`src/rtl/osp_pkg.sv`:
```
`timescale 1ns/1ps
package osp_pkg;

    // Raw or synchronized view of the three asynchronous pins.
    typedef struct packed {
        logic fall_n;
        logic rise;
        logic clr_n;
    } osp_pins_t;

    localparam int PIN_COUNT = $bits(osp_pins_t);

    // Levels that never produce an edge: falling trigger high, rising low, clear off.
    localparam osp_pins_t PINS_IDLE = '{fall_n: 1'b1, rise: 1'b0, clr_n: 1'b1};

    // Decoded events handed to the timer.
    typedef struct packed {
        logic fall_hit;
        logic rise_hit;
        logic clr_ok;
    } osp_event_t;

    function automatic logic went_low(input logic prv, input logic cur);
        return prv & ~cur;
    endfunction

    function automatic logic went_high(input logic prv, input logic cur);
        return ~prv & cur;
    endfunction

endpackage

```
`src/rtl/osp_sync.sv`:
```
`timescale 1ns/1ps
module osp_sync #(
    parameter int               WIDTH   = 3,
    parameter int               DEPTH   = 2,
    parameter logic [WIDTH-1:0] RST_VAL = '0
) (
    input  logic             clk,
    input  logic             rst,
    input  logic [WIDTH-1:0] d,
    output logic [WIDTH-1:0] q
);

    // One independent shift chain per bit; the chain length sets the latency.
    generate
        for (genvar g = 0; g < WIDTH; g++) begin : g_bit
            logic [DEPTH-1:0] chain;
            always_ff @(posedge clk) begin
                if (rst) begin
                    chain <= {DEPTH{RST_VAL[g]}};
                end else begin
                    chain <= {chain[DEPTH-2:0], d[g]};
                end
            end
            assign q[g] = chain[DEPTH-1];
        end
    endgenerate

endmodule

```
`src/rtl/osp_edge.sv`:
```
`timescale 1ns/1ps
module osp_edge
    import osp_pkg::*;
#(
    parameter int DEPTH = 2
) (
    input  logic       clk,
    input  logic       rst,
    input  osp_pins_t  cur,
    output osp_event_t ev
);

    // Edges are trusted only once both the synchronizer and the history
    // register hold post-reset samples.
    localparam int WARM = DEPTH + 1;
    localparam int WW   = $clog2(WARM + 1);

    logic [WW-1:0] warm;
    logic          armed;
    osp_pins_t     prev;

    assign armed = (warm == WW'(WARM));

    always_ff @(posedge clk) begin
        if (rst) begin
            warm <= '0;
            prev <= PINS_IDLE;
        end else begin
            prev <= cur;
            if (!armed) begin
                warm <= warm + 1'b1;
            end
        end
    end

    // Each edge is qualified by the level on the opposite trigger pin.
    always_comb begin
        ev.fall_hit = armed & went_low(prev.fall_n, cur.fall_n) & cur.rise;
        ev.rise_hit = armed & went_high(prev.rise, cur.rise) & ~cur.fall_n;
        ev.clr_ok   = cur.clr_n;
    end

endmodule

```
`src/rtl/osp_timer.sv`:
```
`timescale 1ns/1ps
module osp_timer #(
    parameter int LEN_W = 16
) (
    input  logic             clk,
    input  logic             rst,
    input  logic             start,
    input  logic             clr_ok,
    input  logic             retrig_en,
    input  logic [LEN_W-1:0] len,
    output logic [LEN_W-1:0] cnt,
    output logic             active
);

    logic may_load;

    assign active   = (cnt != '0);
    assign may_load = retrig_en | ~active;

    // Clear dominates, then a permitted trigger reloads, otherwise count down.
    always_ff @(posedge clk) begin
        if (rst) begin
            cnt <= '0;
        end else if (!clr_ok) begin
            cnt <= '0;
        end else if (start && may_load) begin
            cnt <= len;
        end else if (active) begin
            cnt <= cnt - 1'b1;
        end
    end

endmodule

```
`src/rtl/oneshot_pulse_gen.sv`:
```
`timescale 1ns/1ps
module oneshot_pulse_gen
    import osp_pkg::*;
#(
    parameter int LEN_W      = 16,
    parameter int SYNC_DEPTH = 2
) (
    input  logic             clk,
    input  logic             rst,
    input  logic             trig_fall_n,
    input  logic             trig_rise,
    input  logic             clear_n,
    input  logic             retrig_en,
    input  logic [LEN_W-1:0] pulse_len,
    output logic             pulse_q,
    output logic             pulse_qn
);

    osp_pins_t        raw_pins;
    osp_pins_t        sync_pins;
    osp_event_t       ev;
    logic             start_hit;
    logic             clr_ok;
    logic [LEN_W-1:0] cnt;
    logic             active;

    assign raw_pins = '{fall_n: trig_fall_n, rise: trig_rise, clr_n: clear_n};

    osp_sync #(
        .WIDTH   (PIN_COUNT),
        .DEPTH   (SYNC_DEPTH),
        .RST_VAL (PINS_IDLE)
    ) u_sync (
        .clk (clk),
        .rst (rst),
        .d   (raw_pins),
        .q   (sync_pins)
    );

    osp_edge #(
        .DEPTH (SYNC_DEPTH)
    ) u_edge (
        .clk (clk),
        .rst (rst),
        .cur (sync_pins),
        .ev  (ev)
    );

    assign start_hit = ev.fall_hit | ev.rise_hit;
    assign clr_ok    = ev.clr_ok;

    osp_timer #(
        .LEN_W (LEN_W)
    ) u_timer (
        .clk       (clk),
        .rst       (rst),
        .start     (start_hit),
        .clr_ok    (clr_ok),
        .retrig_en (retrig_en),
        .len       (pulse_len),
        .cnt       (cnt),
        .active    (active)
    );

    assign pulse_q  = active;
    assign pulse_qn = ~active;

endmodule

```
`config.mk`:
```
export PLATFORM = sky130hd
export DESIGN_NAME = oneshot_pulse_gen
export DESIGN_NICKNAME = d
export VERILOG_FILES = /design/src/rtl/osp_pkg.sv /design/src/rtl/osp_sync.sv /design/src/rtl/osp_edge.sv /design/src/rtl/osp_timer.sv /design/src/rtl/oneshot_pulse_gen.sv
export SDC_FILE = /design/constraint.sdc
export NUM_CORES = 1
export LEC_CHECK = 0
export ABC_AREA = 1
export BUFFER_PORTS_ARGS = -buffer_cell sky130_fd_sc_hd__buf_2
export CAP_MARGIN = 20
export CORE_UTILIZATION = 35
export CTS_CLUSTER_DIAMETER = 120
export DETAILED_ROUTE_END_ITERATION = 10
export REMOVE_ABC_BUFFERS = 1
export SLEW_MARGIN = 15
export SYNTH_ARGS = -nofsm -noshare
export SYNTH_HDL_FRONTEND = slang
export SYNTH_SLANG_ARGS = --single-unit
```
`constraint.sdc`:
```
create_clock -name clk -period 1.4 [get_ports clk]
set_input_delay 0.14 -clock clk [delete_from_list [all_inputs] [get_ports clk]]
set_output_delay 0.14 -clock clk [all_outputs]
set_load 0.005 [all_outputs]
```
==> results of run 1 <==
state kept, by name, summed over array words and instances (netlist names):
signal / cells
u_edge.prev: 2
u_edge.warm: 2
u_timer.cnt: 16
u_sync.g_bit.chain: 6
logic make-up after synthesis:
family                   after synthesis
adder cells (fa/ha/maj)                2
buffers and inverters                 30
XOR/XNOR                               5
AND/OR/NAND/NOR                      132
AO/OA/AOI/OAI                         17
flip-flops                            26
worst max path at each step:
stage	startpoint	slack (ns)	end	cells past startpoint
after floorplan	u_edge.warm[0]$_SDFFE_PP0P_	-0.02	u_timer.cnt[10]$_SDFFE_PP0P_	7
after global placement	u_timer.cnt[0]$_SDFFE_PP0P_	-0.12	u_timer.cnt[8]$_SDFFE_PP0P_	9
after detailed placement	u_timer.cnt[0]$_SDFFE_PP0P_	-0.15	u_timer.cnt[4]$_SDFFE_PP0P_	9
after CTS	u_timer.cnt[7]$_SDFFE_PP0P_	-0.07	pulse_qn	7
after global routing	u_timer.cnt[1]$_SDFFE_PP0P_	-0.12	pulse_qn	8
final	u_timer.cnt[1]$_SDFFE_PP0P_	-0.07	pulse_qn	8
metal layers:
| layer | vias up | share of wire | track usage |
|---|---|---|---|
| met1 | 709 | 0.42 | 0.209 |
| met2 | 39 | 0.52 | 0.328 |
| met5 | - | 0 | 0 |
| li1 | 795 | - | - |
| met4 | 0 | 0.027 | 0.0399 |
| met3 | 15 | 0.034 | 0.0310 |
cells in the mapped netlist (all sizes together):
master,count
a31oi,1
o21ai,7
nand2,61
ha,2
inv,28
nand3b,6
and2,1
xnor2,3
nand3,20
xor2,2
buf,2
nor3,1
or2,6
a21oi,9
dfxtp,26
nor2,37
per-stage QoR:
step	power, mW	setup TNS (ns)	setup WS [ns]	util
2_1_floorplan	2.91	-0.154	-0.0246	-
3_3_place_gp	3.82	-1.20	-0.117	0.482
3_5_place_dp	3.84	-1.63	-0.148	0.482
4_1_cts	5.03	-0.117	-0.0651	0.545
5_1_grt	6.41	-1.36	-0.118	0.610
6_report	5.95	-0.206	-0.0661	0.610
worst reg2reg max path, stage by stage (launching register included):
cell and delay (ns):
sky130_fd_sc_hd__dfxtp_2 0.33, sky130_fd_sc_hd__inv_2 0.07, sky130_fd_sc_hd__ha_4 0.15, sky130_fd_sc_hd__nand2_4 0.06
sky130_fd_sc_hd__nor2_4 0.10, sky130_fd_sc_hd__nand2_4 0.10, sky130_fd_sc_hd__buf_4 0.16, sky130_fd_sc_hd__a21oi_4 0.19
sky130_fd_sc_hd__nand2_1 0.09, sky130_fd_sc_hd__a21oi_2 0.12
power groups by stage:
| stage | Clock, mW | Combinational, mW | Sequential [mW] |
|---|---|---|---|
| 5_1_grt | 0.670 | 4.53 | 1.22 |
| 6_report | 0.622 | 4.13 | 1.20 |
| 3_5_place_dp | 0 | 2.74 | 1.10 |
| 2_1_floorplan | 0 | 1.81 | 1.10 |
| 4_1_cts | 0.649 | 3.25 | 1.13 |
| 3_3_place_gp | 0 | 2.71 | 1.11 |
timing repair:
item                       4_1_cts  5_1_grt
gates resized for setup         39       47
setup endpoints to repair       18       18
hold endpoints to repair         0        0
cloned                           1        1
buffers inserted                 6        7
pin swaps                       13       24
cell usage in the layout (no fill, tap or decap), types with 3 or more instances in the layout:
master	count
sky130_fd_sc_hd__dfxtp_1	13
sky130_fd_sc_hd__inv_1	23
sky130_fd_sc_hd__buf_4	29
sky130_fd_sc_hd__dfxtp_2	12
sky130_fd_sc_hd__a21oi_1	6
sky130_fd_sc_hd__o21ai_1	5
sky130_fd_sc_hd__nand2_8	3
sky130_fd_sc_hd__buf_6	11
sky130_fd_sc_hd__nand2_1	46
sky130_fd_sc_hd__nand2_4	8
sky130_fd_sc_hd__nand3_1	16
sky130_fd_sc_hd__nand3_2	3
sky130_fd_sc_hd__xnor2_1	3
sky130_fd_sc_hd__or2_2	6
sky130_fd_sc_hd__nor2_1	20
sky130_fd_sc_hd__nand3b_1	6
sky130_fd_sc_hd__nor2_2	6
sky130_fd_sc_hd__nand2_2	6
sky130_fd_sc_hd__nor2_4	11
sky130_fd_sc_hd__buf_2	21
sky130_fd_sc_hd__clkbuf_8	3
sky130_fd_sc_hd__inv_2	4
cell type report:
| class | instances | area, um^2 |
|---|---|---|
| Clock inverter | 1 | 30.0 |
| Clock buffer | 3 | 41.3 |
| Multi-Input combinational cell | 158 | 1040 |
| Fill cell | 355 | 1480 |
| Inverter | 28 | 108 |
| Sequential cell | 26 | 539 |
| Timing Repair Buffer | 64 | 502 |
| Tap cell | 48 | 60.1 |
==> parameters.txt, run 1 <==
Parameter                              Value

Floorplanning
  Chip height    66.1 um
  Number of primary I/O pins    24
  Die X-Extent    66.1 um
  Starting density of the core    0.379
  CORE AREA    0.00380 mm^2
  Die ar.    0.00437 mm^2
  Number of placement rows    22

Clocking
  Worst-Skew Late Latency    0.27 ns
  CTS H-tree lvls    1
  Clock tree from TritonCTS    yes
  Number of clock sinks seen by CTS    26
  Reg clk slew, reported paths    0.09 ns
  Root Driver    sky130_fd_sc_hd__clkbuf_8
  Number of clock buffers inserted by TritonCTS    3
  Number of buffers added to fix hold violations after cts    0
  Number of buffers between clock root and the deepest sink    2

Timing
  Final WS setup    -0.0661 ns
  Max Transition Viols Final    0
  Clk_skew    0.00436 ns
  Max_slew headroom    0.820
  Unrepaired setup endpoints after global routing    true
  Final setup fails    8
  Achievable Freq    682 MHz
  Slew at the pin closest to its max-slew limit    0.270 ns
  Worst hold slack after final layout    0.0405 ns
  Final number of hold-violating endpoints    0
  Final critical-path share of the clock period    1.05
  Final worst path period need    1.47 ns

Power
  Sequential Power Share    0.201
  Relative contribution of combinational cells to total power    0.695
  Clock share of power    0.105
  Fraction of power spent switching nets    0.432
  Cell area power density    2570 mW/mm^2
  Cell Int Power    3.38 mW
  Switching component of the power    2.57 mW
  Standby leakage power    1.14 nW
  IR drop worst, VDD    1.46 mV

Setup path
  Critical path type    reg2out
  Delay-heaviest family, CP    flip-flops
  Worst flop-to-flop path endpoint    u_timer.cnt[5]$_SDFFE_PP0P_
  Largest stage delay, worst path    0.33 ns
  Worst setup EP type    primary output
  Required time worst endpoint    1.26 ns
  Cells on worst reg2reg path    9
  CP bufs+invs    4
  Arrival @ worst endpoint    1.33 ns
  Peak fanout along the critical path    4
  Setup crit start kind    flip-flop
  Setup slack of the worst register-to-register path    -0.03 ns
  Critical-path cell with the highest stage delay    sky130_fd_sc_hd__dfxtp_2
  FF-to-FF Start    u_timer.cnt[1]$_SDFFE_PP0P_
  List of cells traversed by the critical path    inv_2 > ha_4 > nand2_4 > nor2_4 > nand2_4 > inv_2 > buf_6 > buf_6

Min path
  Worst min-delay path class    in2reg
  WHS Endpoint    u_sync.g_bit[0].chain[0]$_SDFF_PP1_
  Min-delay src    clear_n
  Cells on Worst Hold Path    2

Synth
  Cell count after synthesis    212
  Combinational family with the most area after synthesis    simple AND/OR/NAND/NOR gates
  Seq/Total Area, Yosys    0.362
  Adder-Cell Fraction of Synth Area    0.0174
  Leading post-synthesis cells by cell area    sky130_fd_sc_hd__dfxtp_1 36%, sky130_fd_sc_hd__nand2_1 15%, sky130_fd_sc_hd__nor2_1 8.3%
  Number of warnings issued by yosys    0
  Share of Yosys cell area claimed by the top area cell type    0.362
  Number of different library cells in the post-synthesis netlist    26
  Mux contribution to synthesized area    0
  Parity-gate share of the synthesized area counting xor and xnor cells    0.0304
  Summed instance area of the synthesized netlist    0.00144 mm^2
  Compound-Gate Fraction of Synth Area    0.0704
  Area fraction in and, or, nand and nor cells after synthesis    0.434
  Post-synthesis cell type with the largest combined area    sky130_fd_sc_hd__dfxtp_1
  Average cell area after synthesis    6.79 um^2
  Yosys reg bits    26

Routing
  DR vias    1558
  Wire length after detailed routing    4.00 mm
  Via density    4.75
  Initial DRC count    33
  Routed wire length per instance    12.2 um
  Number of DRC violations after detailed routing    0
  Number of antenna-violating nets in the routed design    0
  Router iterations before antenna repair    4

Outcome
  Violated checks    negative setup slack
  Result of the run    complete, but fails checks

Global route
  Number of antenna violations at the first check in global routing    0
  Global-route wire length before repair    5.89 mm
  Via count of the first global-routing pass    1376
  GRT Util Overall    0.177
  Global route overflow    0
  Maximum number of pins on one net before global-route repair    16

Cells and area
  Filler-free cell count of the finished design    328
  Fraction of final layout cells with drive strength greater than 1    0.486
  Number of nets in the layout    305
  Summed area of non-filler cells in the final layout    0.00232 mm^2
  Post-synthesis to final-layout area growth    61.0%
  Number of diodes    0

Placement
  Weighted congestion reported at the end of routability-driven placement    0.769
  Post-detail-place hpwl    2.45 mm
  Cell count after placement    309
  Standard cell area after detailed placement    0.00183 mm^2
  Buffers on Ports    23

Flow run
  Number of max-cap violations    0
Power figures use the tool's default switching activity.
==> run 2, diff against run 1 <==
- clock period: 1.4 -> 1.5 ns (I/O delays scaled with it)
==> parameters.txt, run 2 (synthesis results as in run 1) <==
Parameter                              Value

Routing
  Router iterations before antenna repair    4 (unchanged)
  Via density    4.64 (-2.4%)
  Wire length after detailed routing    3.57 mm (-11%)
  Initial DRC count    89 (+170%)
  DR vias    1442 (-7.4%)
  Number of antenna-violating nets in the routed design    0 (unchanged)
  Routed wire length per instance    11.5 um (-5.8%)
  Number of DRC violations after detailed routing    0 (unchanged)

Power
  Cell area power density    2380 mW/mm^2 (-7.5%)
  IR drop worst, VDD    1.10 mV (-25%)
  Standby leakage power    1.01 nW (-11%)

Floorplanning
  Number of placement rows    22 (unchanged)
  Starting density of the core    0.379 (unchanged)
  Die ar.    0.00437 mm^2 (unchanged)
  CORE AREA    0.00380 mm^2 (unchanged)
  Chip height    66.1 um (unchanged)
  Number of primary I/O pins    24 (unchanged)
  Die X-Extent    66.1 um (unchanged)

Clocking
  Number of clock buffers inserted by TritonCTS    3 (unchanged)
  Root Driver    sky130_fd_sc_hd__clkbuf_8
  Number of clock sinks seen by CTS    26 (unchanged)
  CTS H-tree lvls    1 (unchanged)
  Clock tree from TritonCTS    yes
  Reg clk slew, reported paths    0.09 ns (about the same)
  Number of buffers added to fix hold violations after cts    0 (unchanged)
  Worst-Skew Late Latency    0.27 ns (about the same)
  Number of buffers between clock root and the deepest sink    2 (unchanged)

Min path
  WHS Endpoint    u_sync.g_bit[0].chain[0]$_SDFF_PP1_
  Cells on Worst Hold Path    2 (unchanged)
  Min-delay src    clear_n
  Worst min-delay path class    in2reg

Timing
  Final WS setup    0.0225 ns (+0.0886 ns)
  Max_slew headroom    0.814 (-0.00608)
  Final worst path period need    1.48 ns
  Clk_skew    0.00932 ns (+0.00496 ns)
  Final number of hold-violating endpoints    0 (unchanged)
  Final setup fails    0 (-8)
  Final critical-path share of the clock period    0.985
  Unrepaired setup endpoints after global routing    true
  Achievable Freq    677 MHz
  Max Transition Viols Final    0 (unchanged)
  Slew at the pin closest to its max-slew limit    0.278 ns (+0.00791 ns)

Cells and area
  Number of diodes    0 (unchanged)
  Number of nets in the layout    288 (-5.6%)
  Core utilization of the finished layout    0.542 (-0.0675)
  Largest registers in the final layout    u_timer.cnt (16), u_sync.g_bit.chain (6)
  Summed area of non-filler cells in the final layout    0.00206 mm^2 (-11%)
  Post-synthesis to final-layout area growth    43.1%
  Filler-free cell count of the finished design    311 (-5.2%)
  Register containing the most flip-flops in the final layout    u_timer.cnt
  Fraction of final layout cells with drive strength greater than 1    0.407 (-0.0789)
  Most common library cell in the layout ignoring fill and taps    sky130_fd_sc_hd__nand2_1
  Highest-count cells in the layout ignoring fill and taps    48 x sky130_fd_sc_hd__nand2_1, 25 x sky130_fd_sc_hd__nor2_1, 24 x sky130_fd_sc_hd__inv_1, 21 x sky130_fd_sc_hd__buf_2, 20 x sky130_fd_sc_hd__buf_4
  Fill cells    370 (+4.2%)
  Flip-flop count of the largest register after layout    16 (unchanged)

Setup path
  Critical path type    reg2out
  Setup crit start kind    flip-flop
  Setup slack of the worst register-to-register path    0.03 ns (+0.06 ns)
  Required time worst endpoint    1.35 ns (+0.09 ns)
  List of cells traversed by the critical path    inv_2 > ha_4 > nand2_4 > nor2_4 > nand2_4 > buf_6 > buf_6
  Largest stage delay, worst path    0.34 ns (about the same)
  Worst setup EP type    primary output
  Peak fanout along the critical path    4 (unchanged)
  Critical-path cell with the highest stage delay    sky130_fd_sc_hd__dfxtp_2
  FF-to-FF Start    u_timer.cnt[1]$_SDFFE_PP0P_
  Arrival @ worst endpoint    1.33 ns (about the same)
  Worst flop-to-flop path endpoint    u_timer.cnt[12]$_SDFFE_PP0P_
  Cells on worst reg2reg path    9 (unchanged)

Placement
  Standard cell area after detailed placement    0.00169 mm^2 (-7.5%)
  Place WS    -0.0630 ns (+0.0854 ns)
  Post-detail-place hpwl    2.33 mm (-5.0%)
  Weighted congestion reported at the end of routability-driven placement    0.844 (+9.7%)
  Cell count after placement    294 (-4.9%)
  Buffers on Ports    23 (unchanged)

Global route
  Global route overflow    0 (unchanged)
  Maximum number of pins on one net before global-route repair    20 (+4)
  GRT Util Overall    0.161 (-0.0155)
  Via count of the first global-routing pass    1329 (-3.4%)
  Global-route wire length before repair    5.50 mm (-6.6%)
  Number of antenna violations at the first check in global routing    0 (unchanged)

Outcome
  Result of the run    completed

Flow run
  Number of max-cap violations    0 (unchanged)
==> run 2: cell count changes in the layout (fill, tap and decap cells not counted), moves of 3 or more <==
cell	previous run	this run
sky130_fd_sc_hd__buf_6	11	6
sky130_fd_sc_hd__nand3_1	16	19
sky130_fd_sc_hd__nand2_4	8	5
sky130_fd_sc_hd__buf_4	29	20
sky130_fd_sc_hd__nor2_4	11	8
sky130_fd_sc_hd__nor2_1	20	25
==> run 2: through the flow <==
step / total power, mW / hold slack (ns) / setup TNS (ns)
final: 4.90 / 0.0601 / 0
after global routing: 5.33 / 0.0511 / -0.252
after CTS: 4.24 / 0.0527 / 0
after detailed placement: 3.29 / 0.341 / -0.418
after global placement: 3.28 / 0.332 / -0.385
after floorplan: 2.72 / 0.221 / 0
==> run 2: worst max-delay path by stage <==
stage,start,to,slack (ns),depth (start not counted)
2_1_floorplan,u_edge.warm[0]$_SDFFE_PP0P_,u_timer.cnt[10]$_SDFFE_PP0P_,0.08,7
3_3_place_gp,u_timer.cnt[0]$_SDFFE_PP0P_,u_timer.cnt[2]$_SDFFE_PP0P_,-0.07,9
3_5_place_dp,u_timer.cnt[0]$_SDFFE_PP0P_,u_timer.cnt[2]$_SDFFE_PP0P_,-0.06,9
4_1_cts,u_timer.cnt[1]$_SDFFE_PP0P_,pulse_q,0.0002,7
5_1_grt,u_timer.cnt[11]$_SDFFE_PP0P_,u_timer.cnt[10]$_SDFFE_PP0P_,-0.04,8
6_report,u_timer.cnt[1]$_SDFFE_PP0P_,pulse_q,0.02,7
==> run 2: critical path, delay by kind of cell (launching register included) <==
kind                     cells  cell delay [ns]
AND/OR/NAND/NOR              3             0.26
flip-flops                   1             0.34
buffers and inverters        3             0.31
adder cells (fa/ha/maj)      1             0.15
==> run 2: power by group <==
part	switching (mW)	internal (mW)
combinational	1.69	1.50
clock	0.227	0.357
sequential	0.201	0.919
==> run 2: what timing repair did <==
| action | 4_1_cts | 5_1_grt |
|---|---|---|
| setup buffers | 6 | 8 |
| gates resized for setup | 20 | 35 |
| cloned | 0 | 1 |
| endpoints found under the setup margin | 16 | 18 |
| pin swaps | 10 | 16 |
==> run 2: layout make-up <==
class | instances | area [um^2] | share of cell area
multi-input combinational | 157 | 943 | 0.458
sequential | 26 | 537 | 0.261
inverter | 28 | 105 | 0.0510
timing repair buffer | 48 | 343 | 0.166
tap | 48 | 60.1 | 0.0292
clock inverter | 1 | 30.0 | 0.0146
clock buffer | 3 | 41.3 | 0.0200
==> run 2: routing by layer <==
metal | track usage | wire [um] | vias to the layer above | part of all wire
met5 | 0 | 0 | - | 0
met4 | 0.0532 | 93 | 0 | 0.026
met3 | 0.0345 | 151 | 10 | 0.042
met2 | 0.278 | 1740 | 38 | 0.49
met1 | 0.198 | 1580 | 632 | 0.44
li1 | - | - | 762 | -
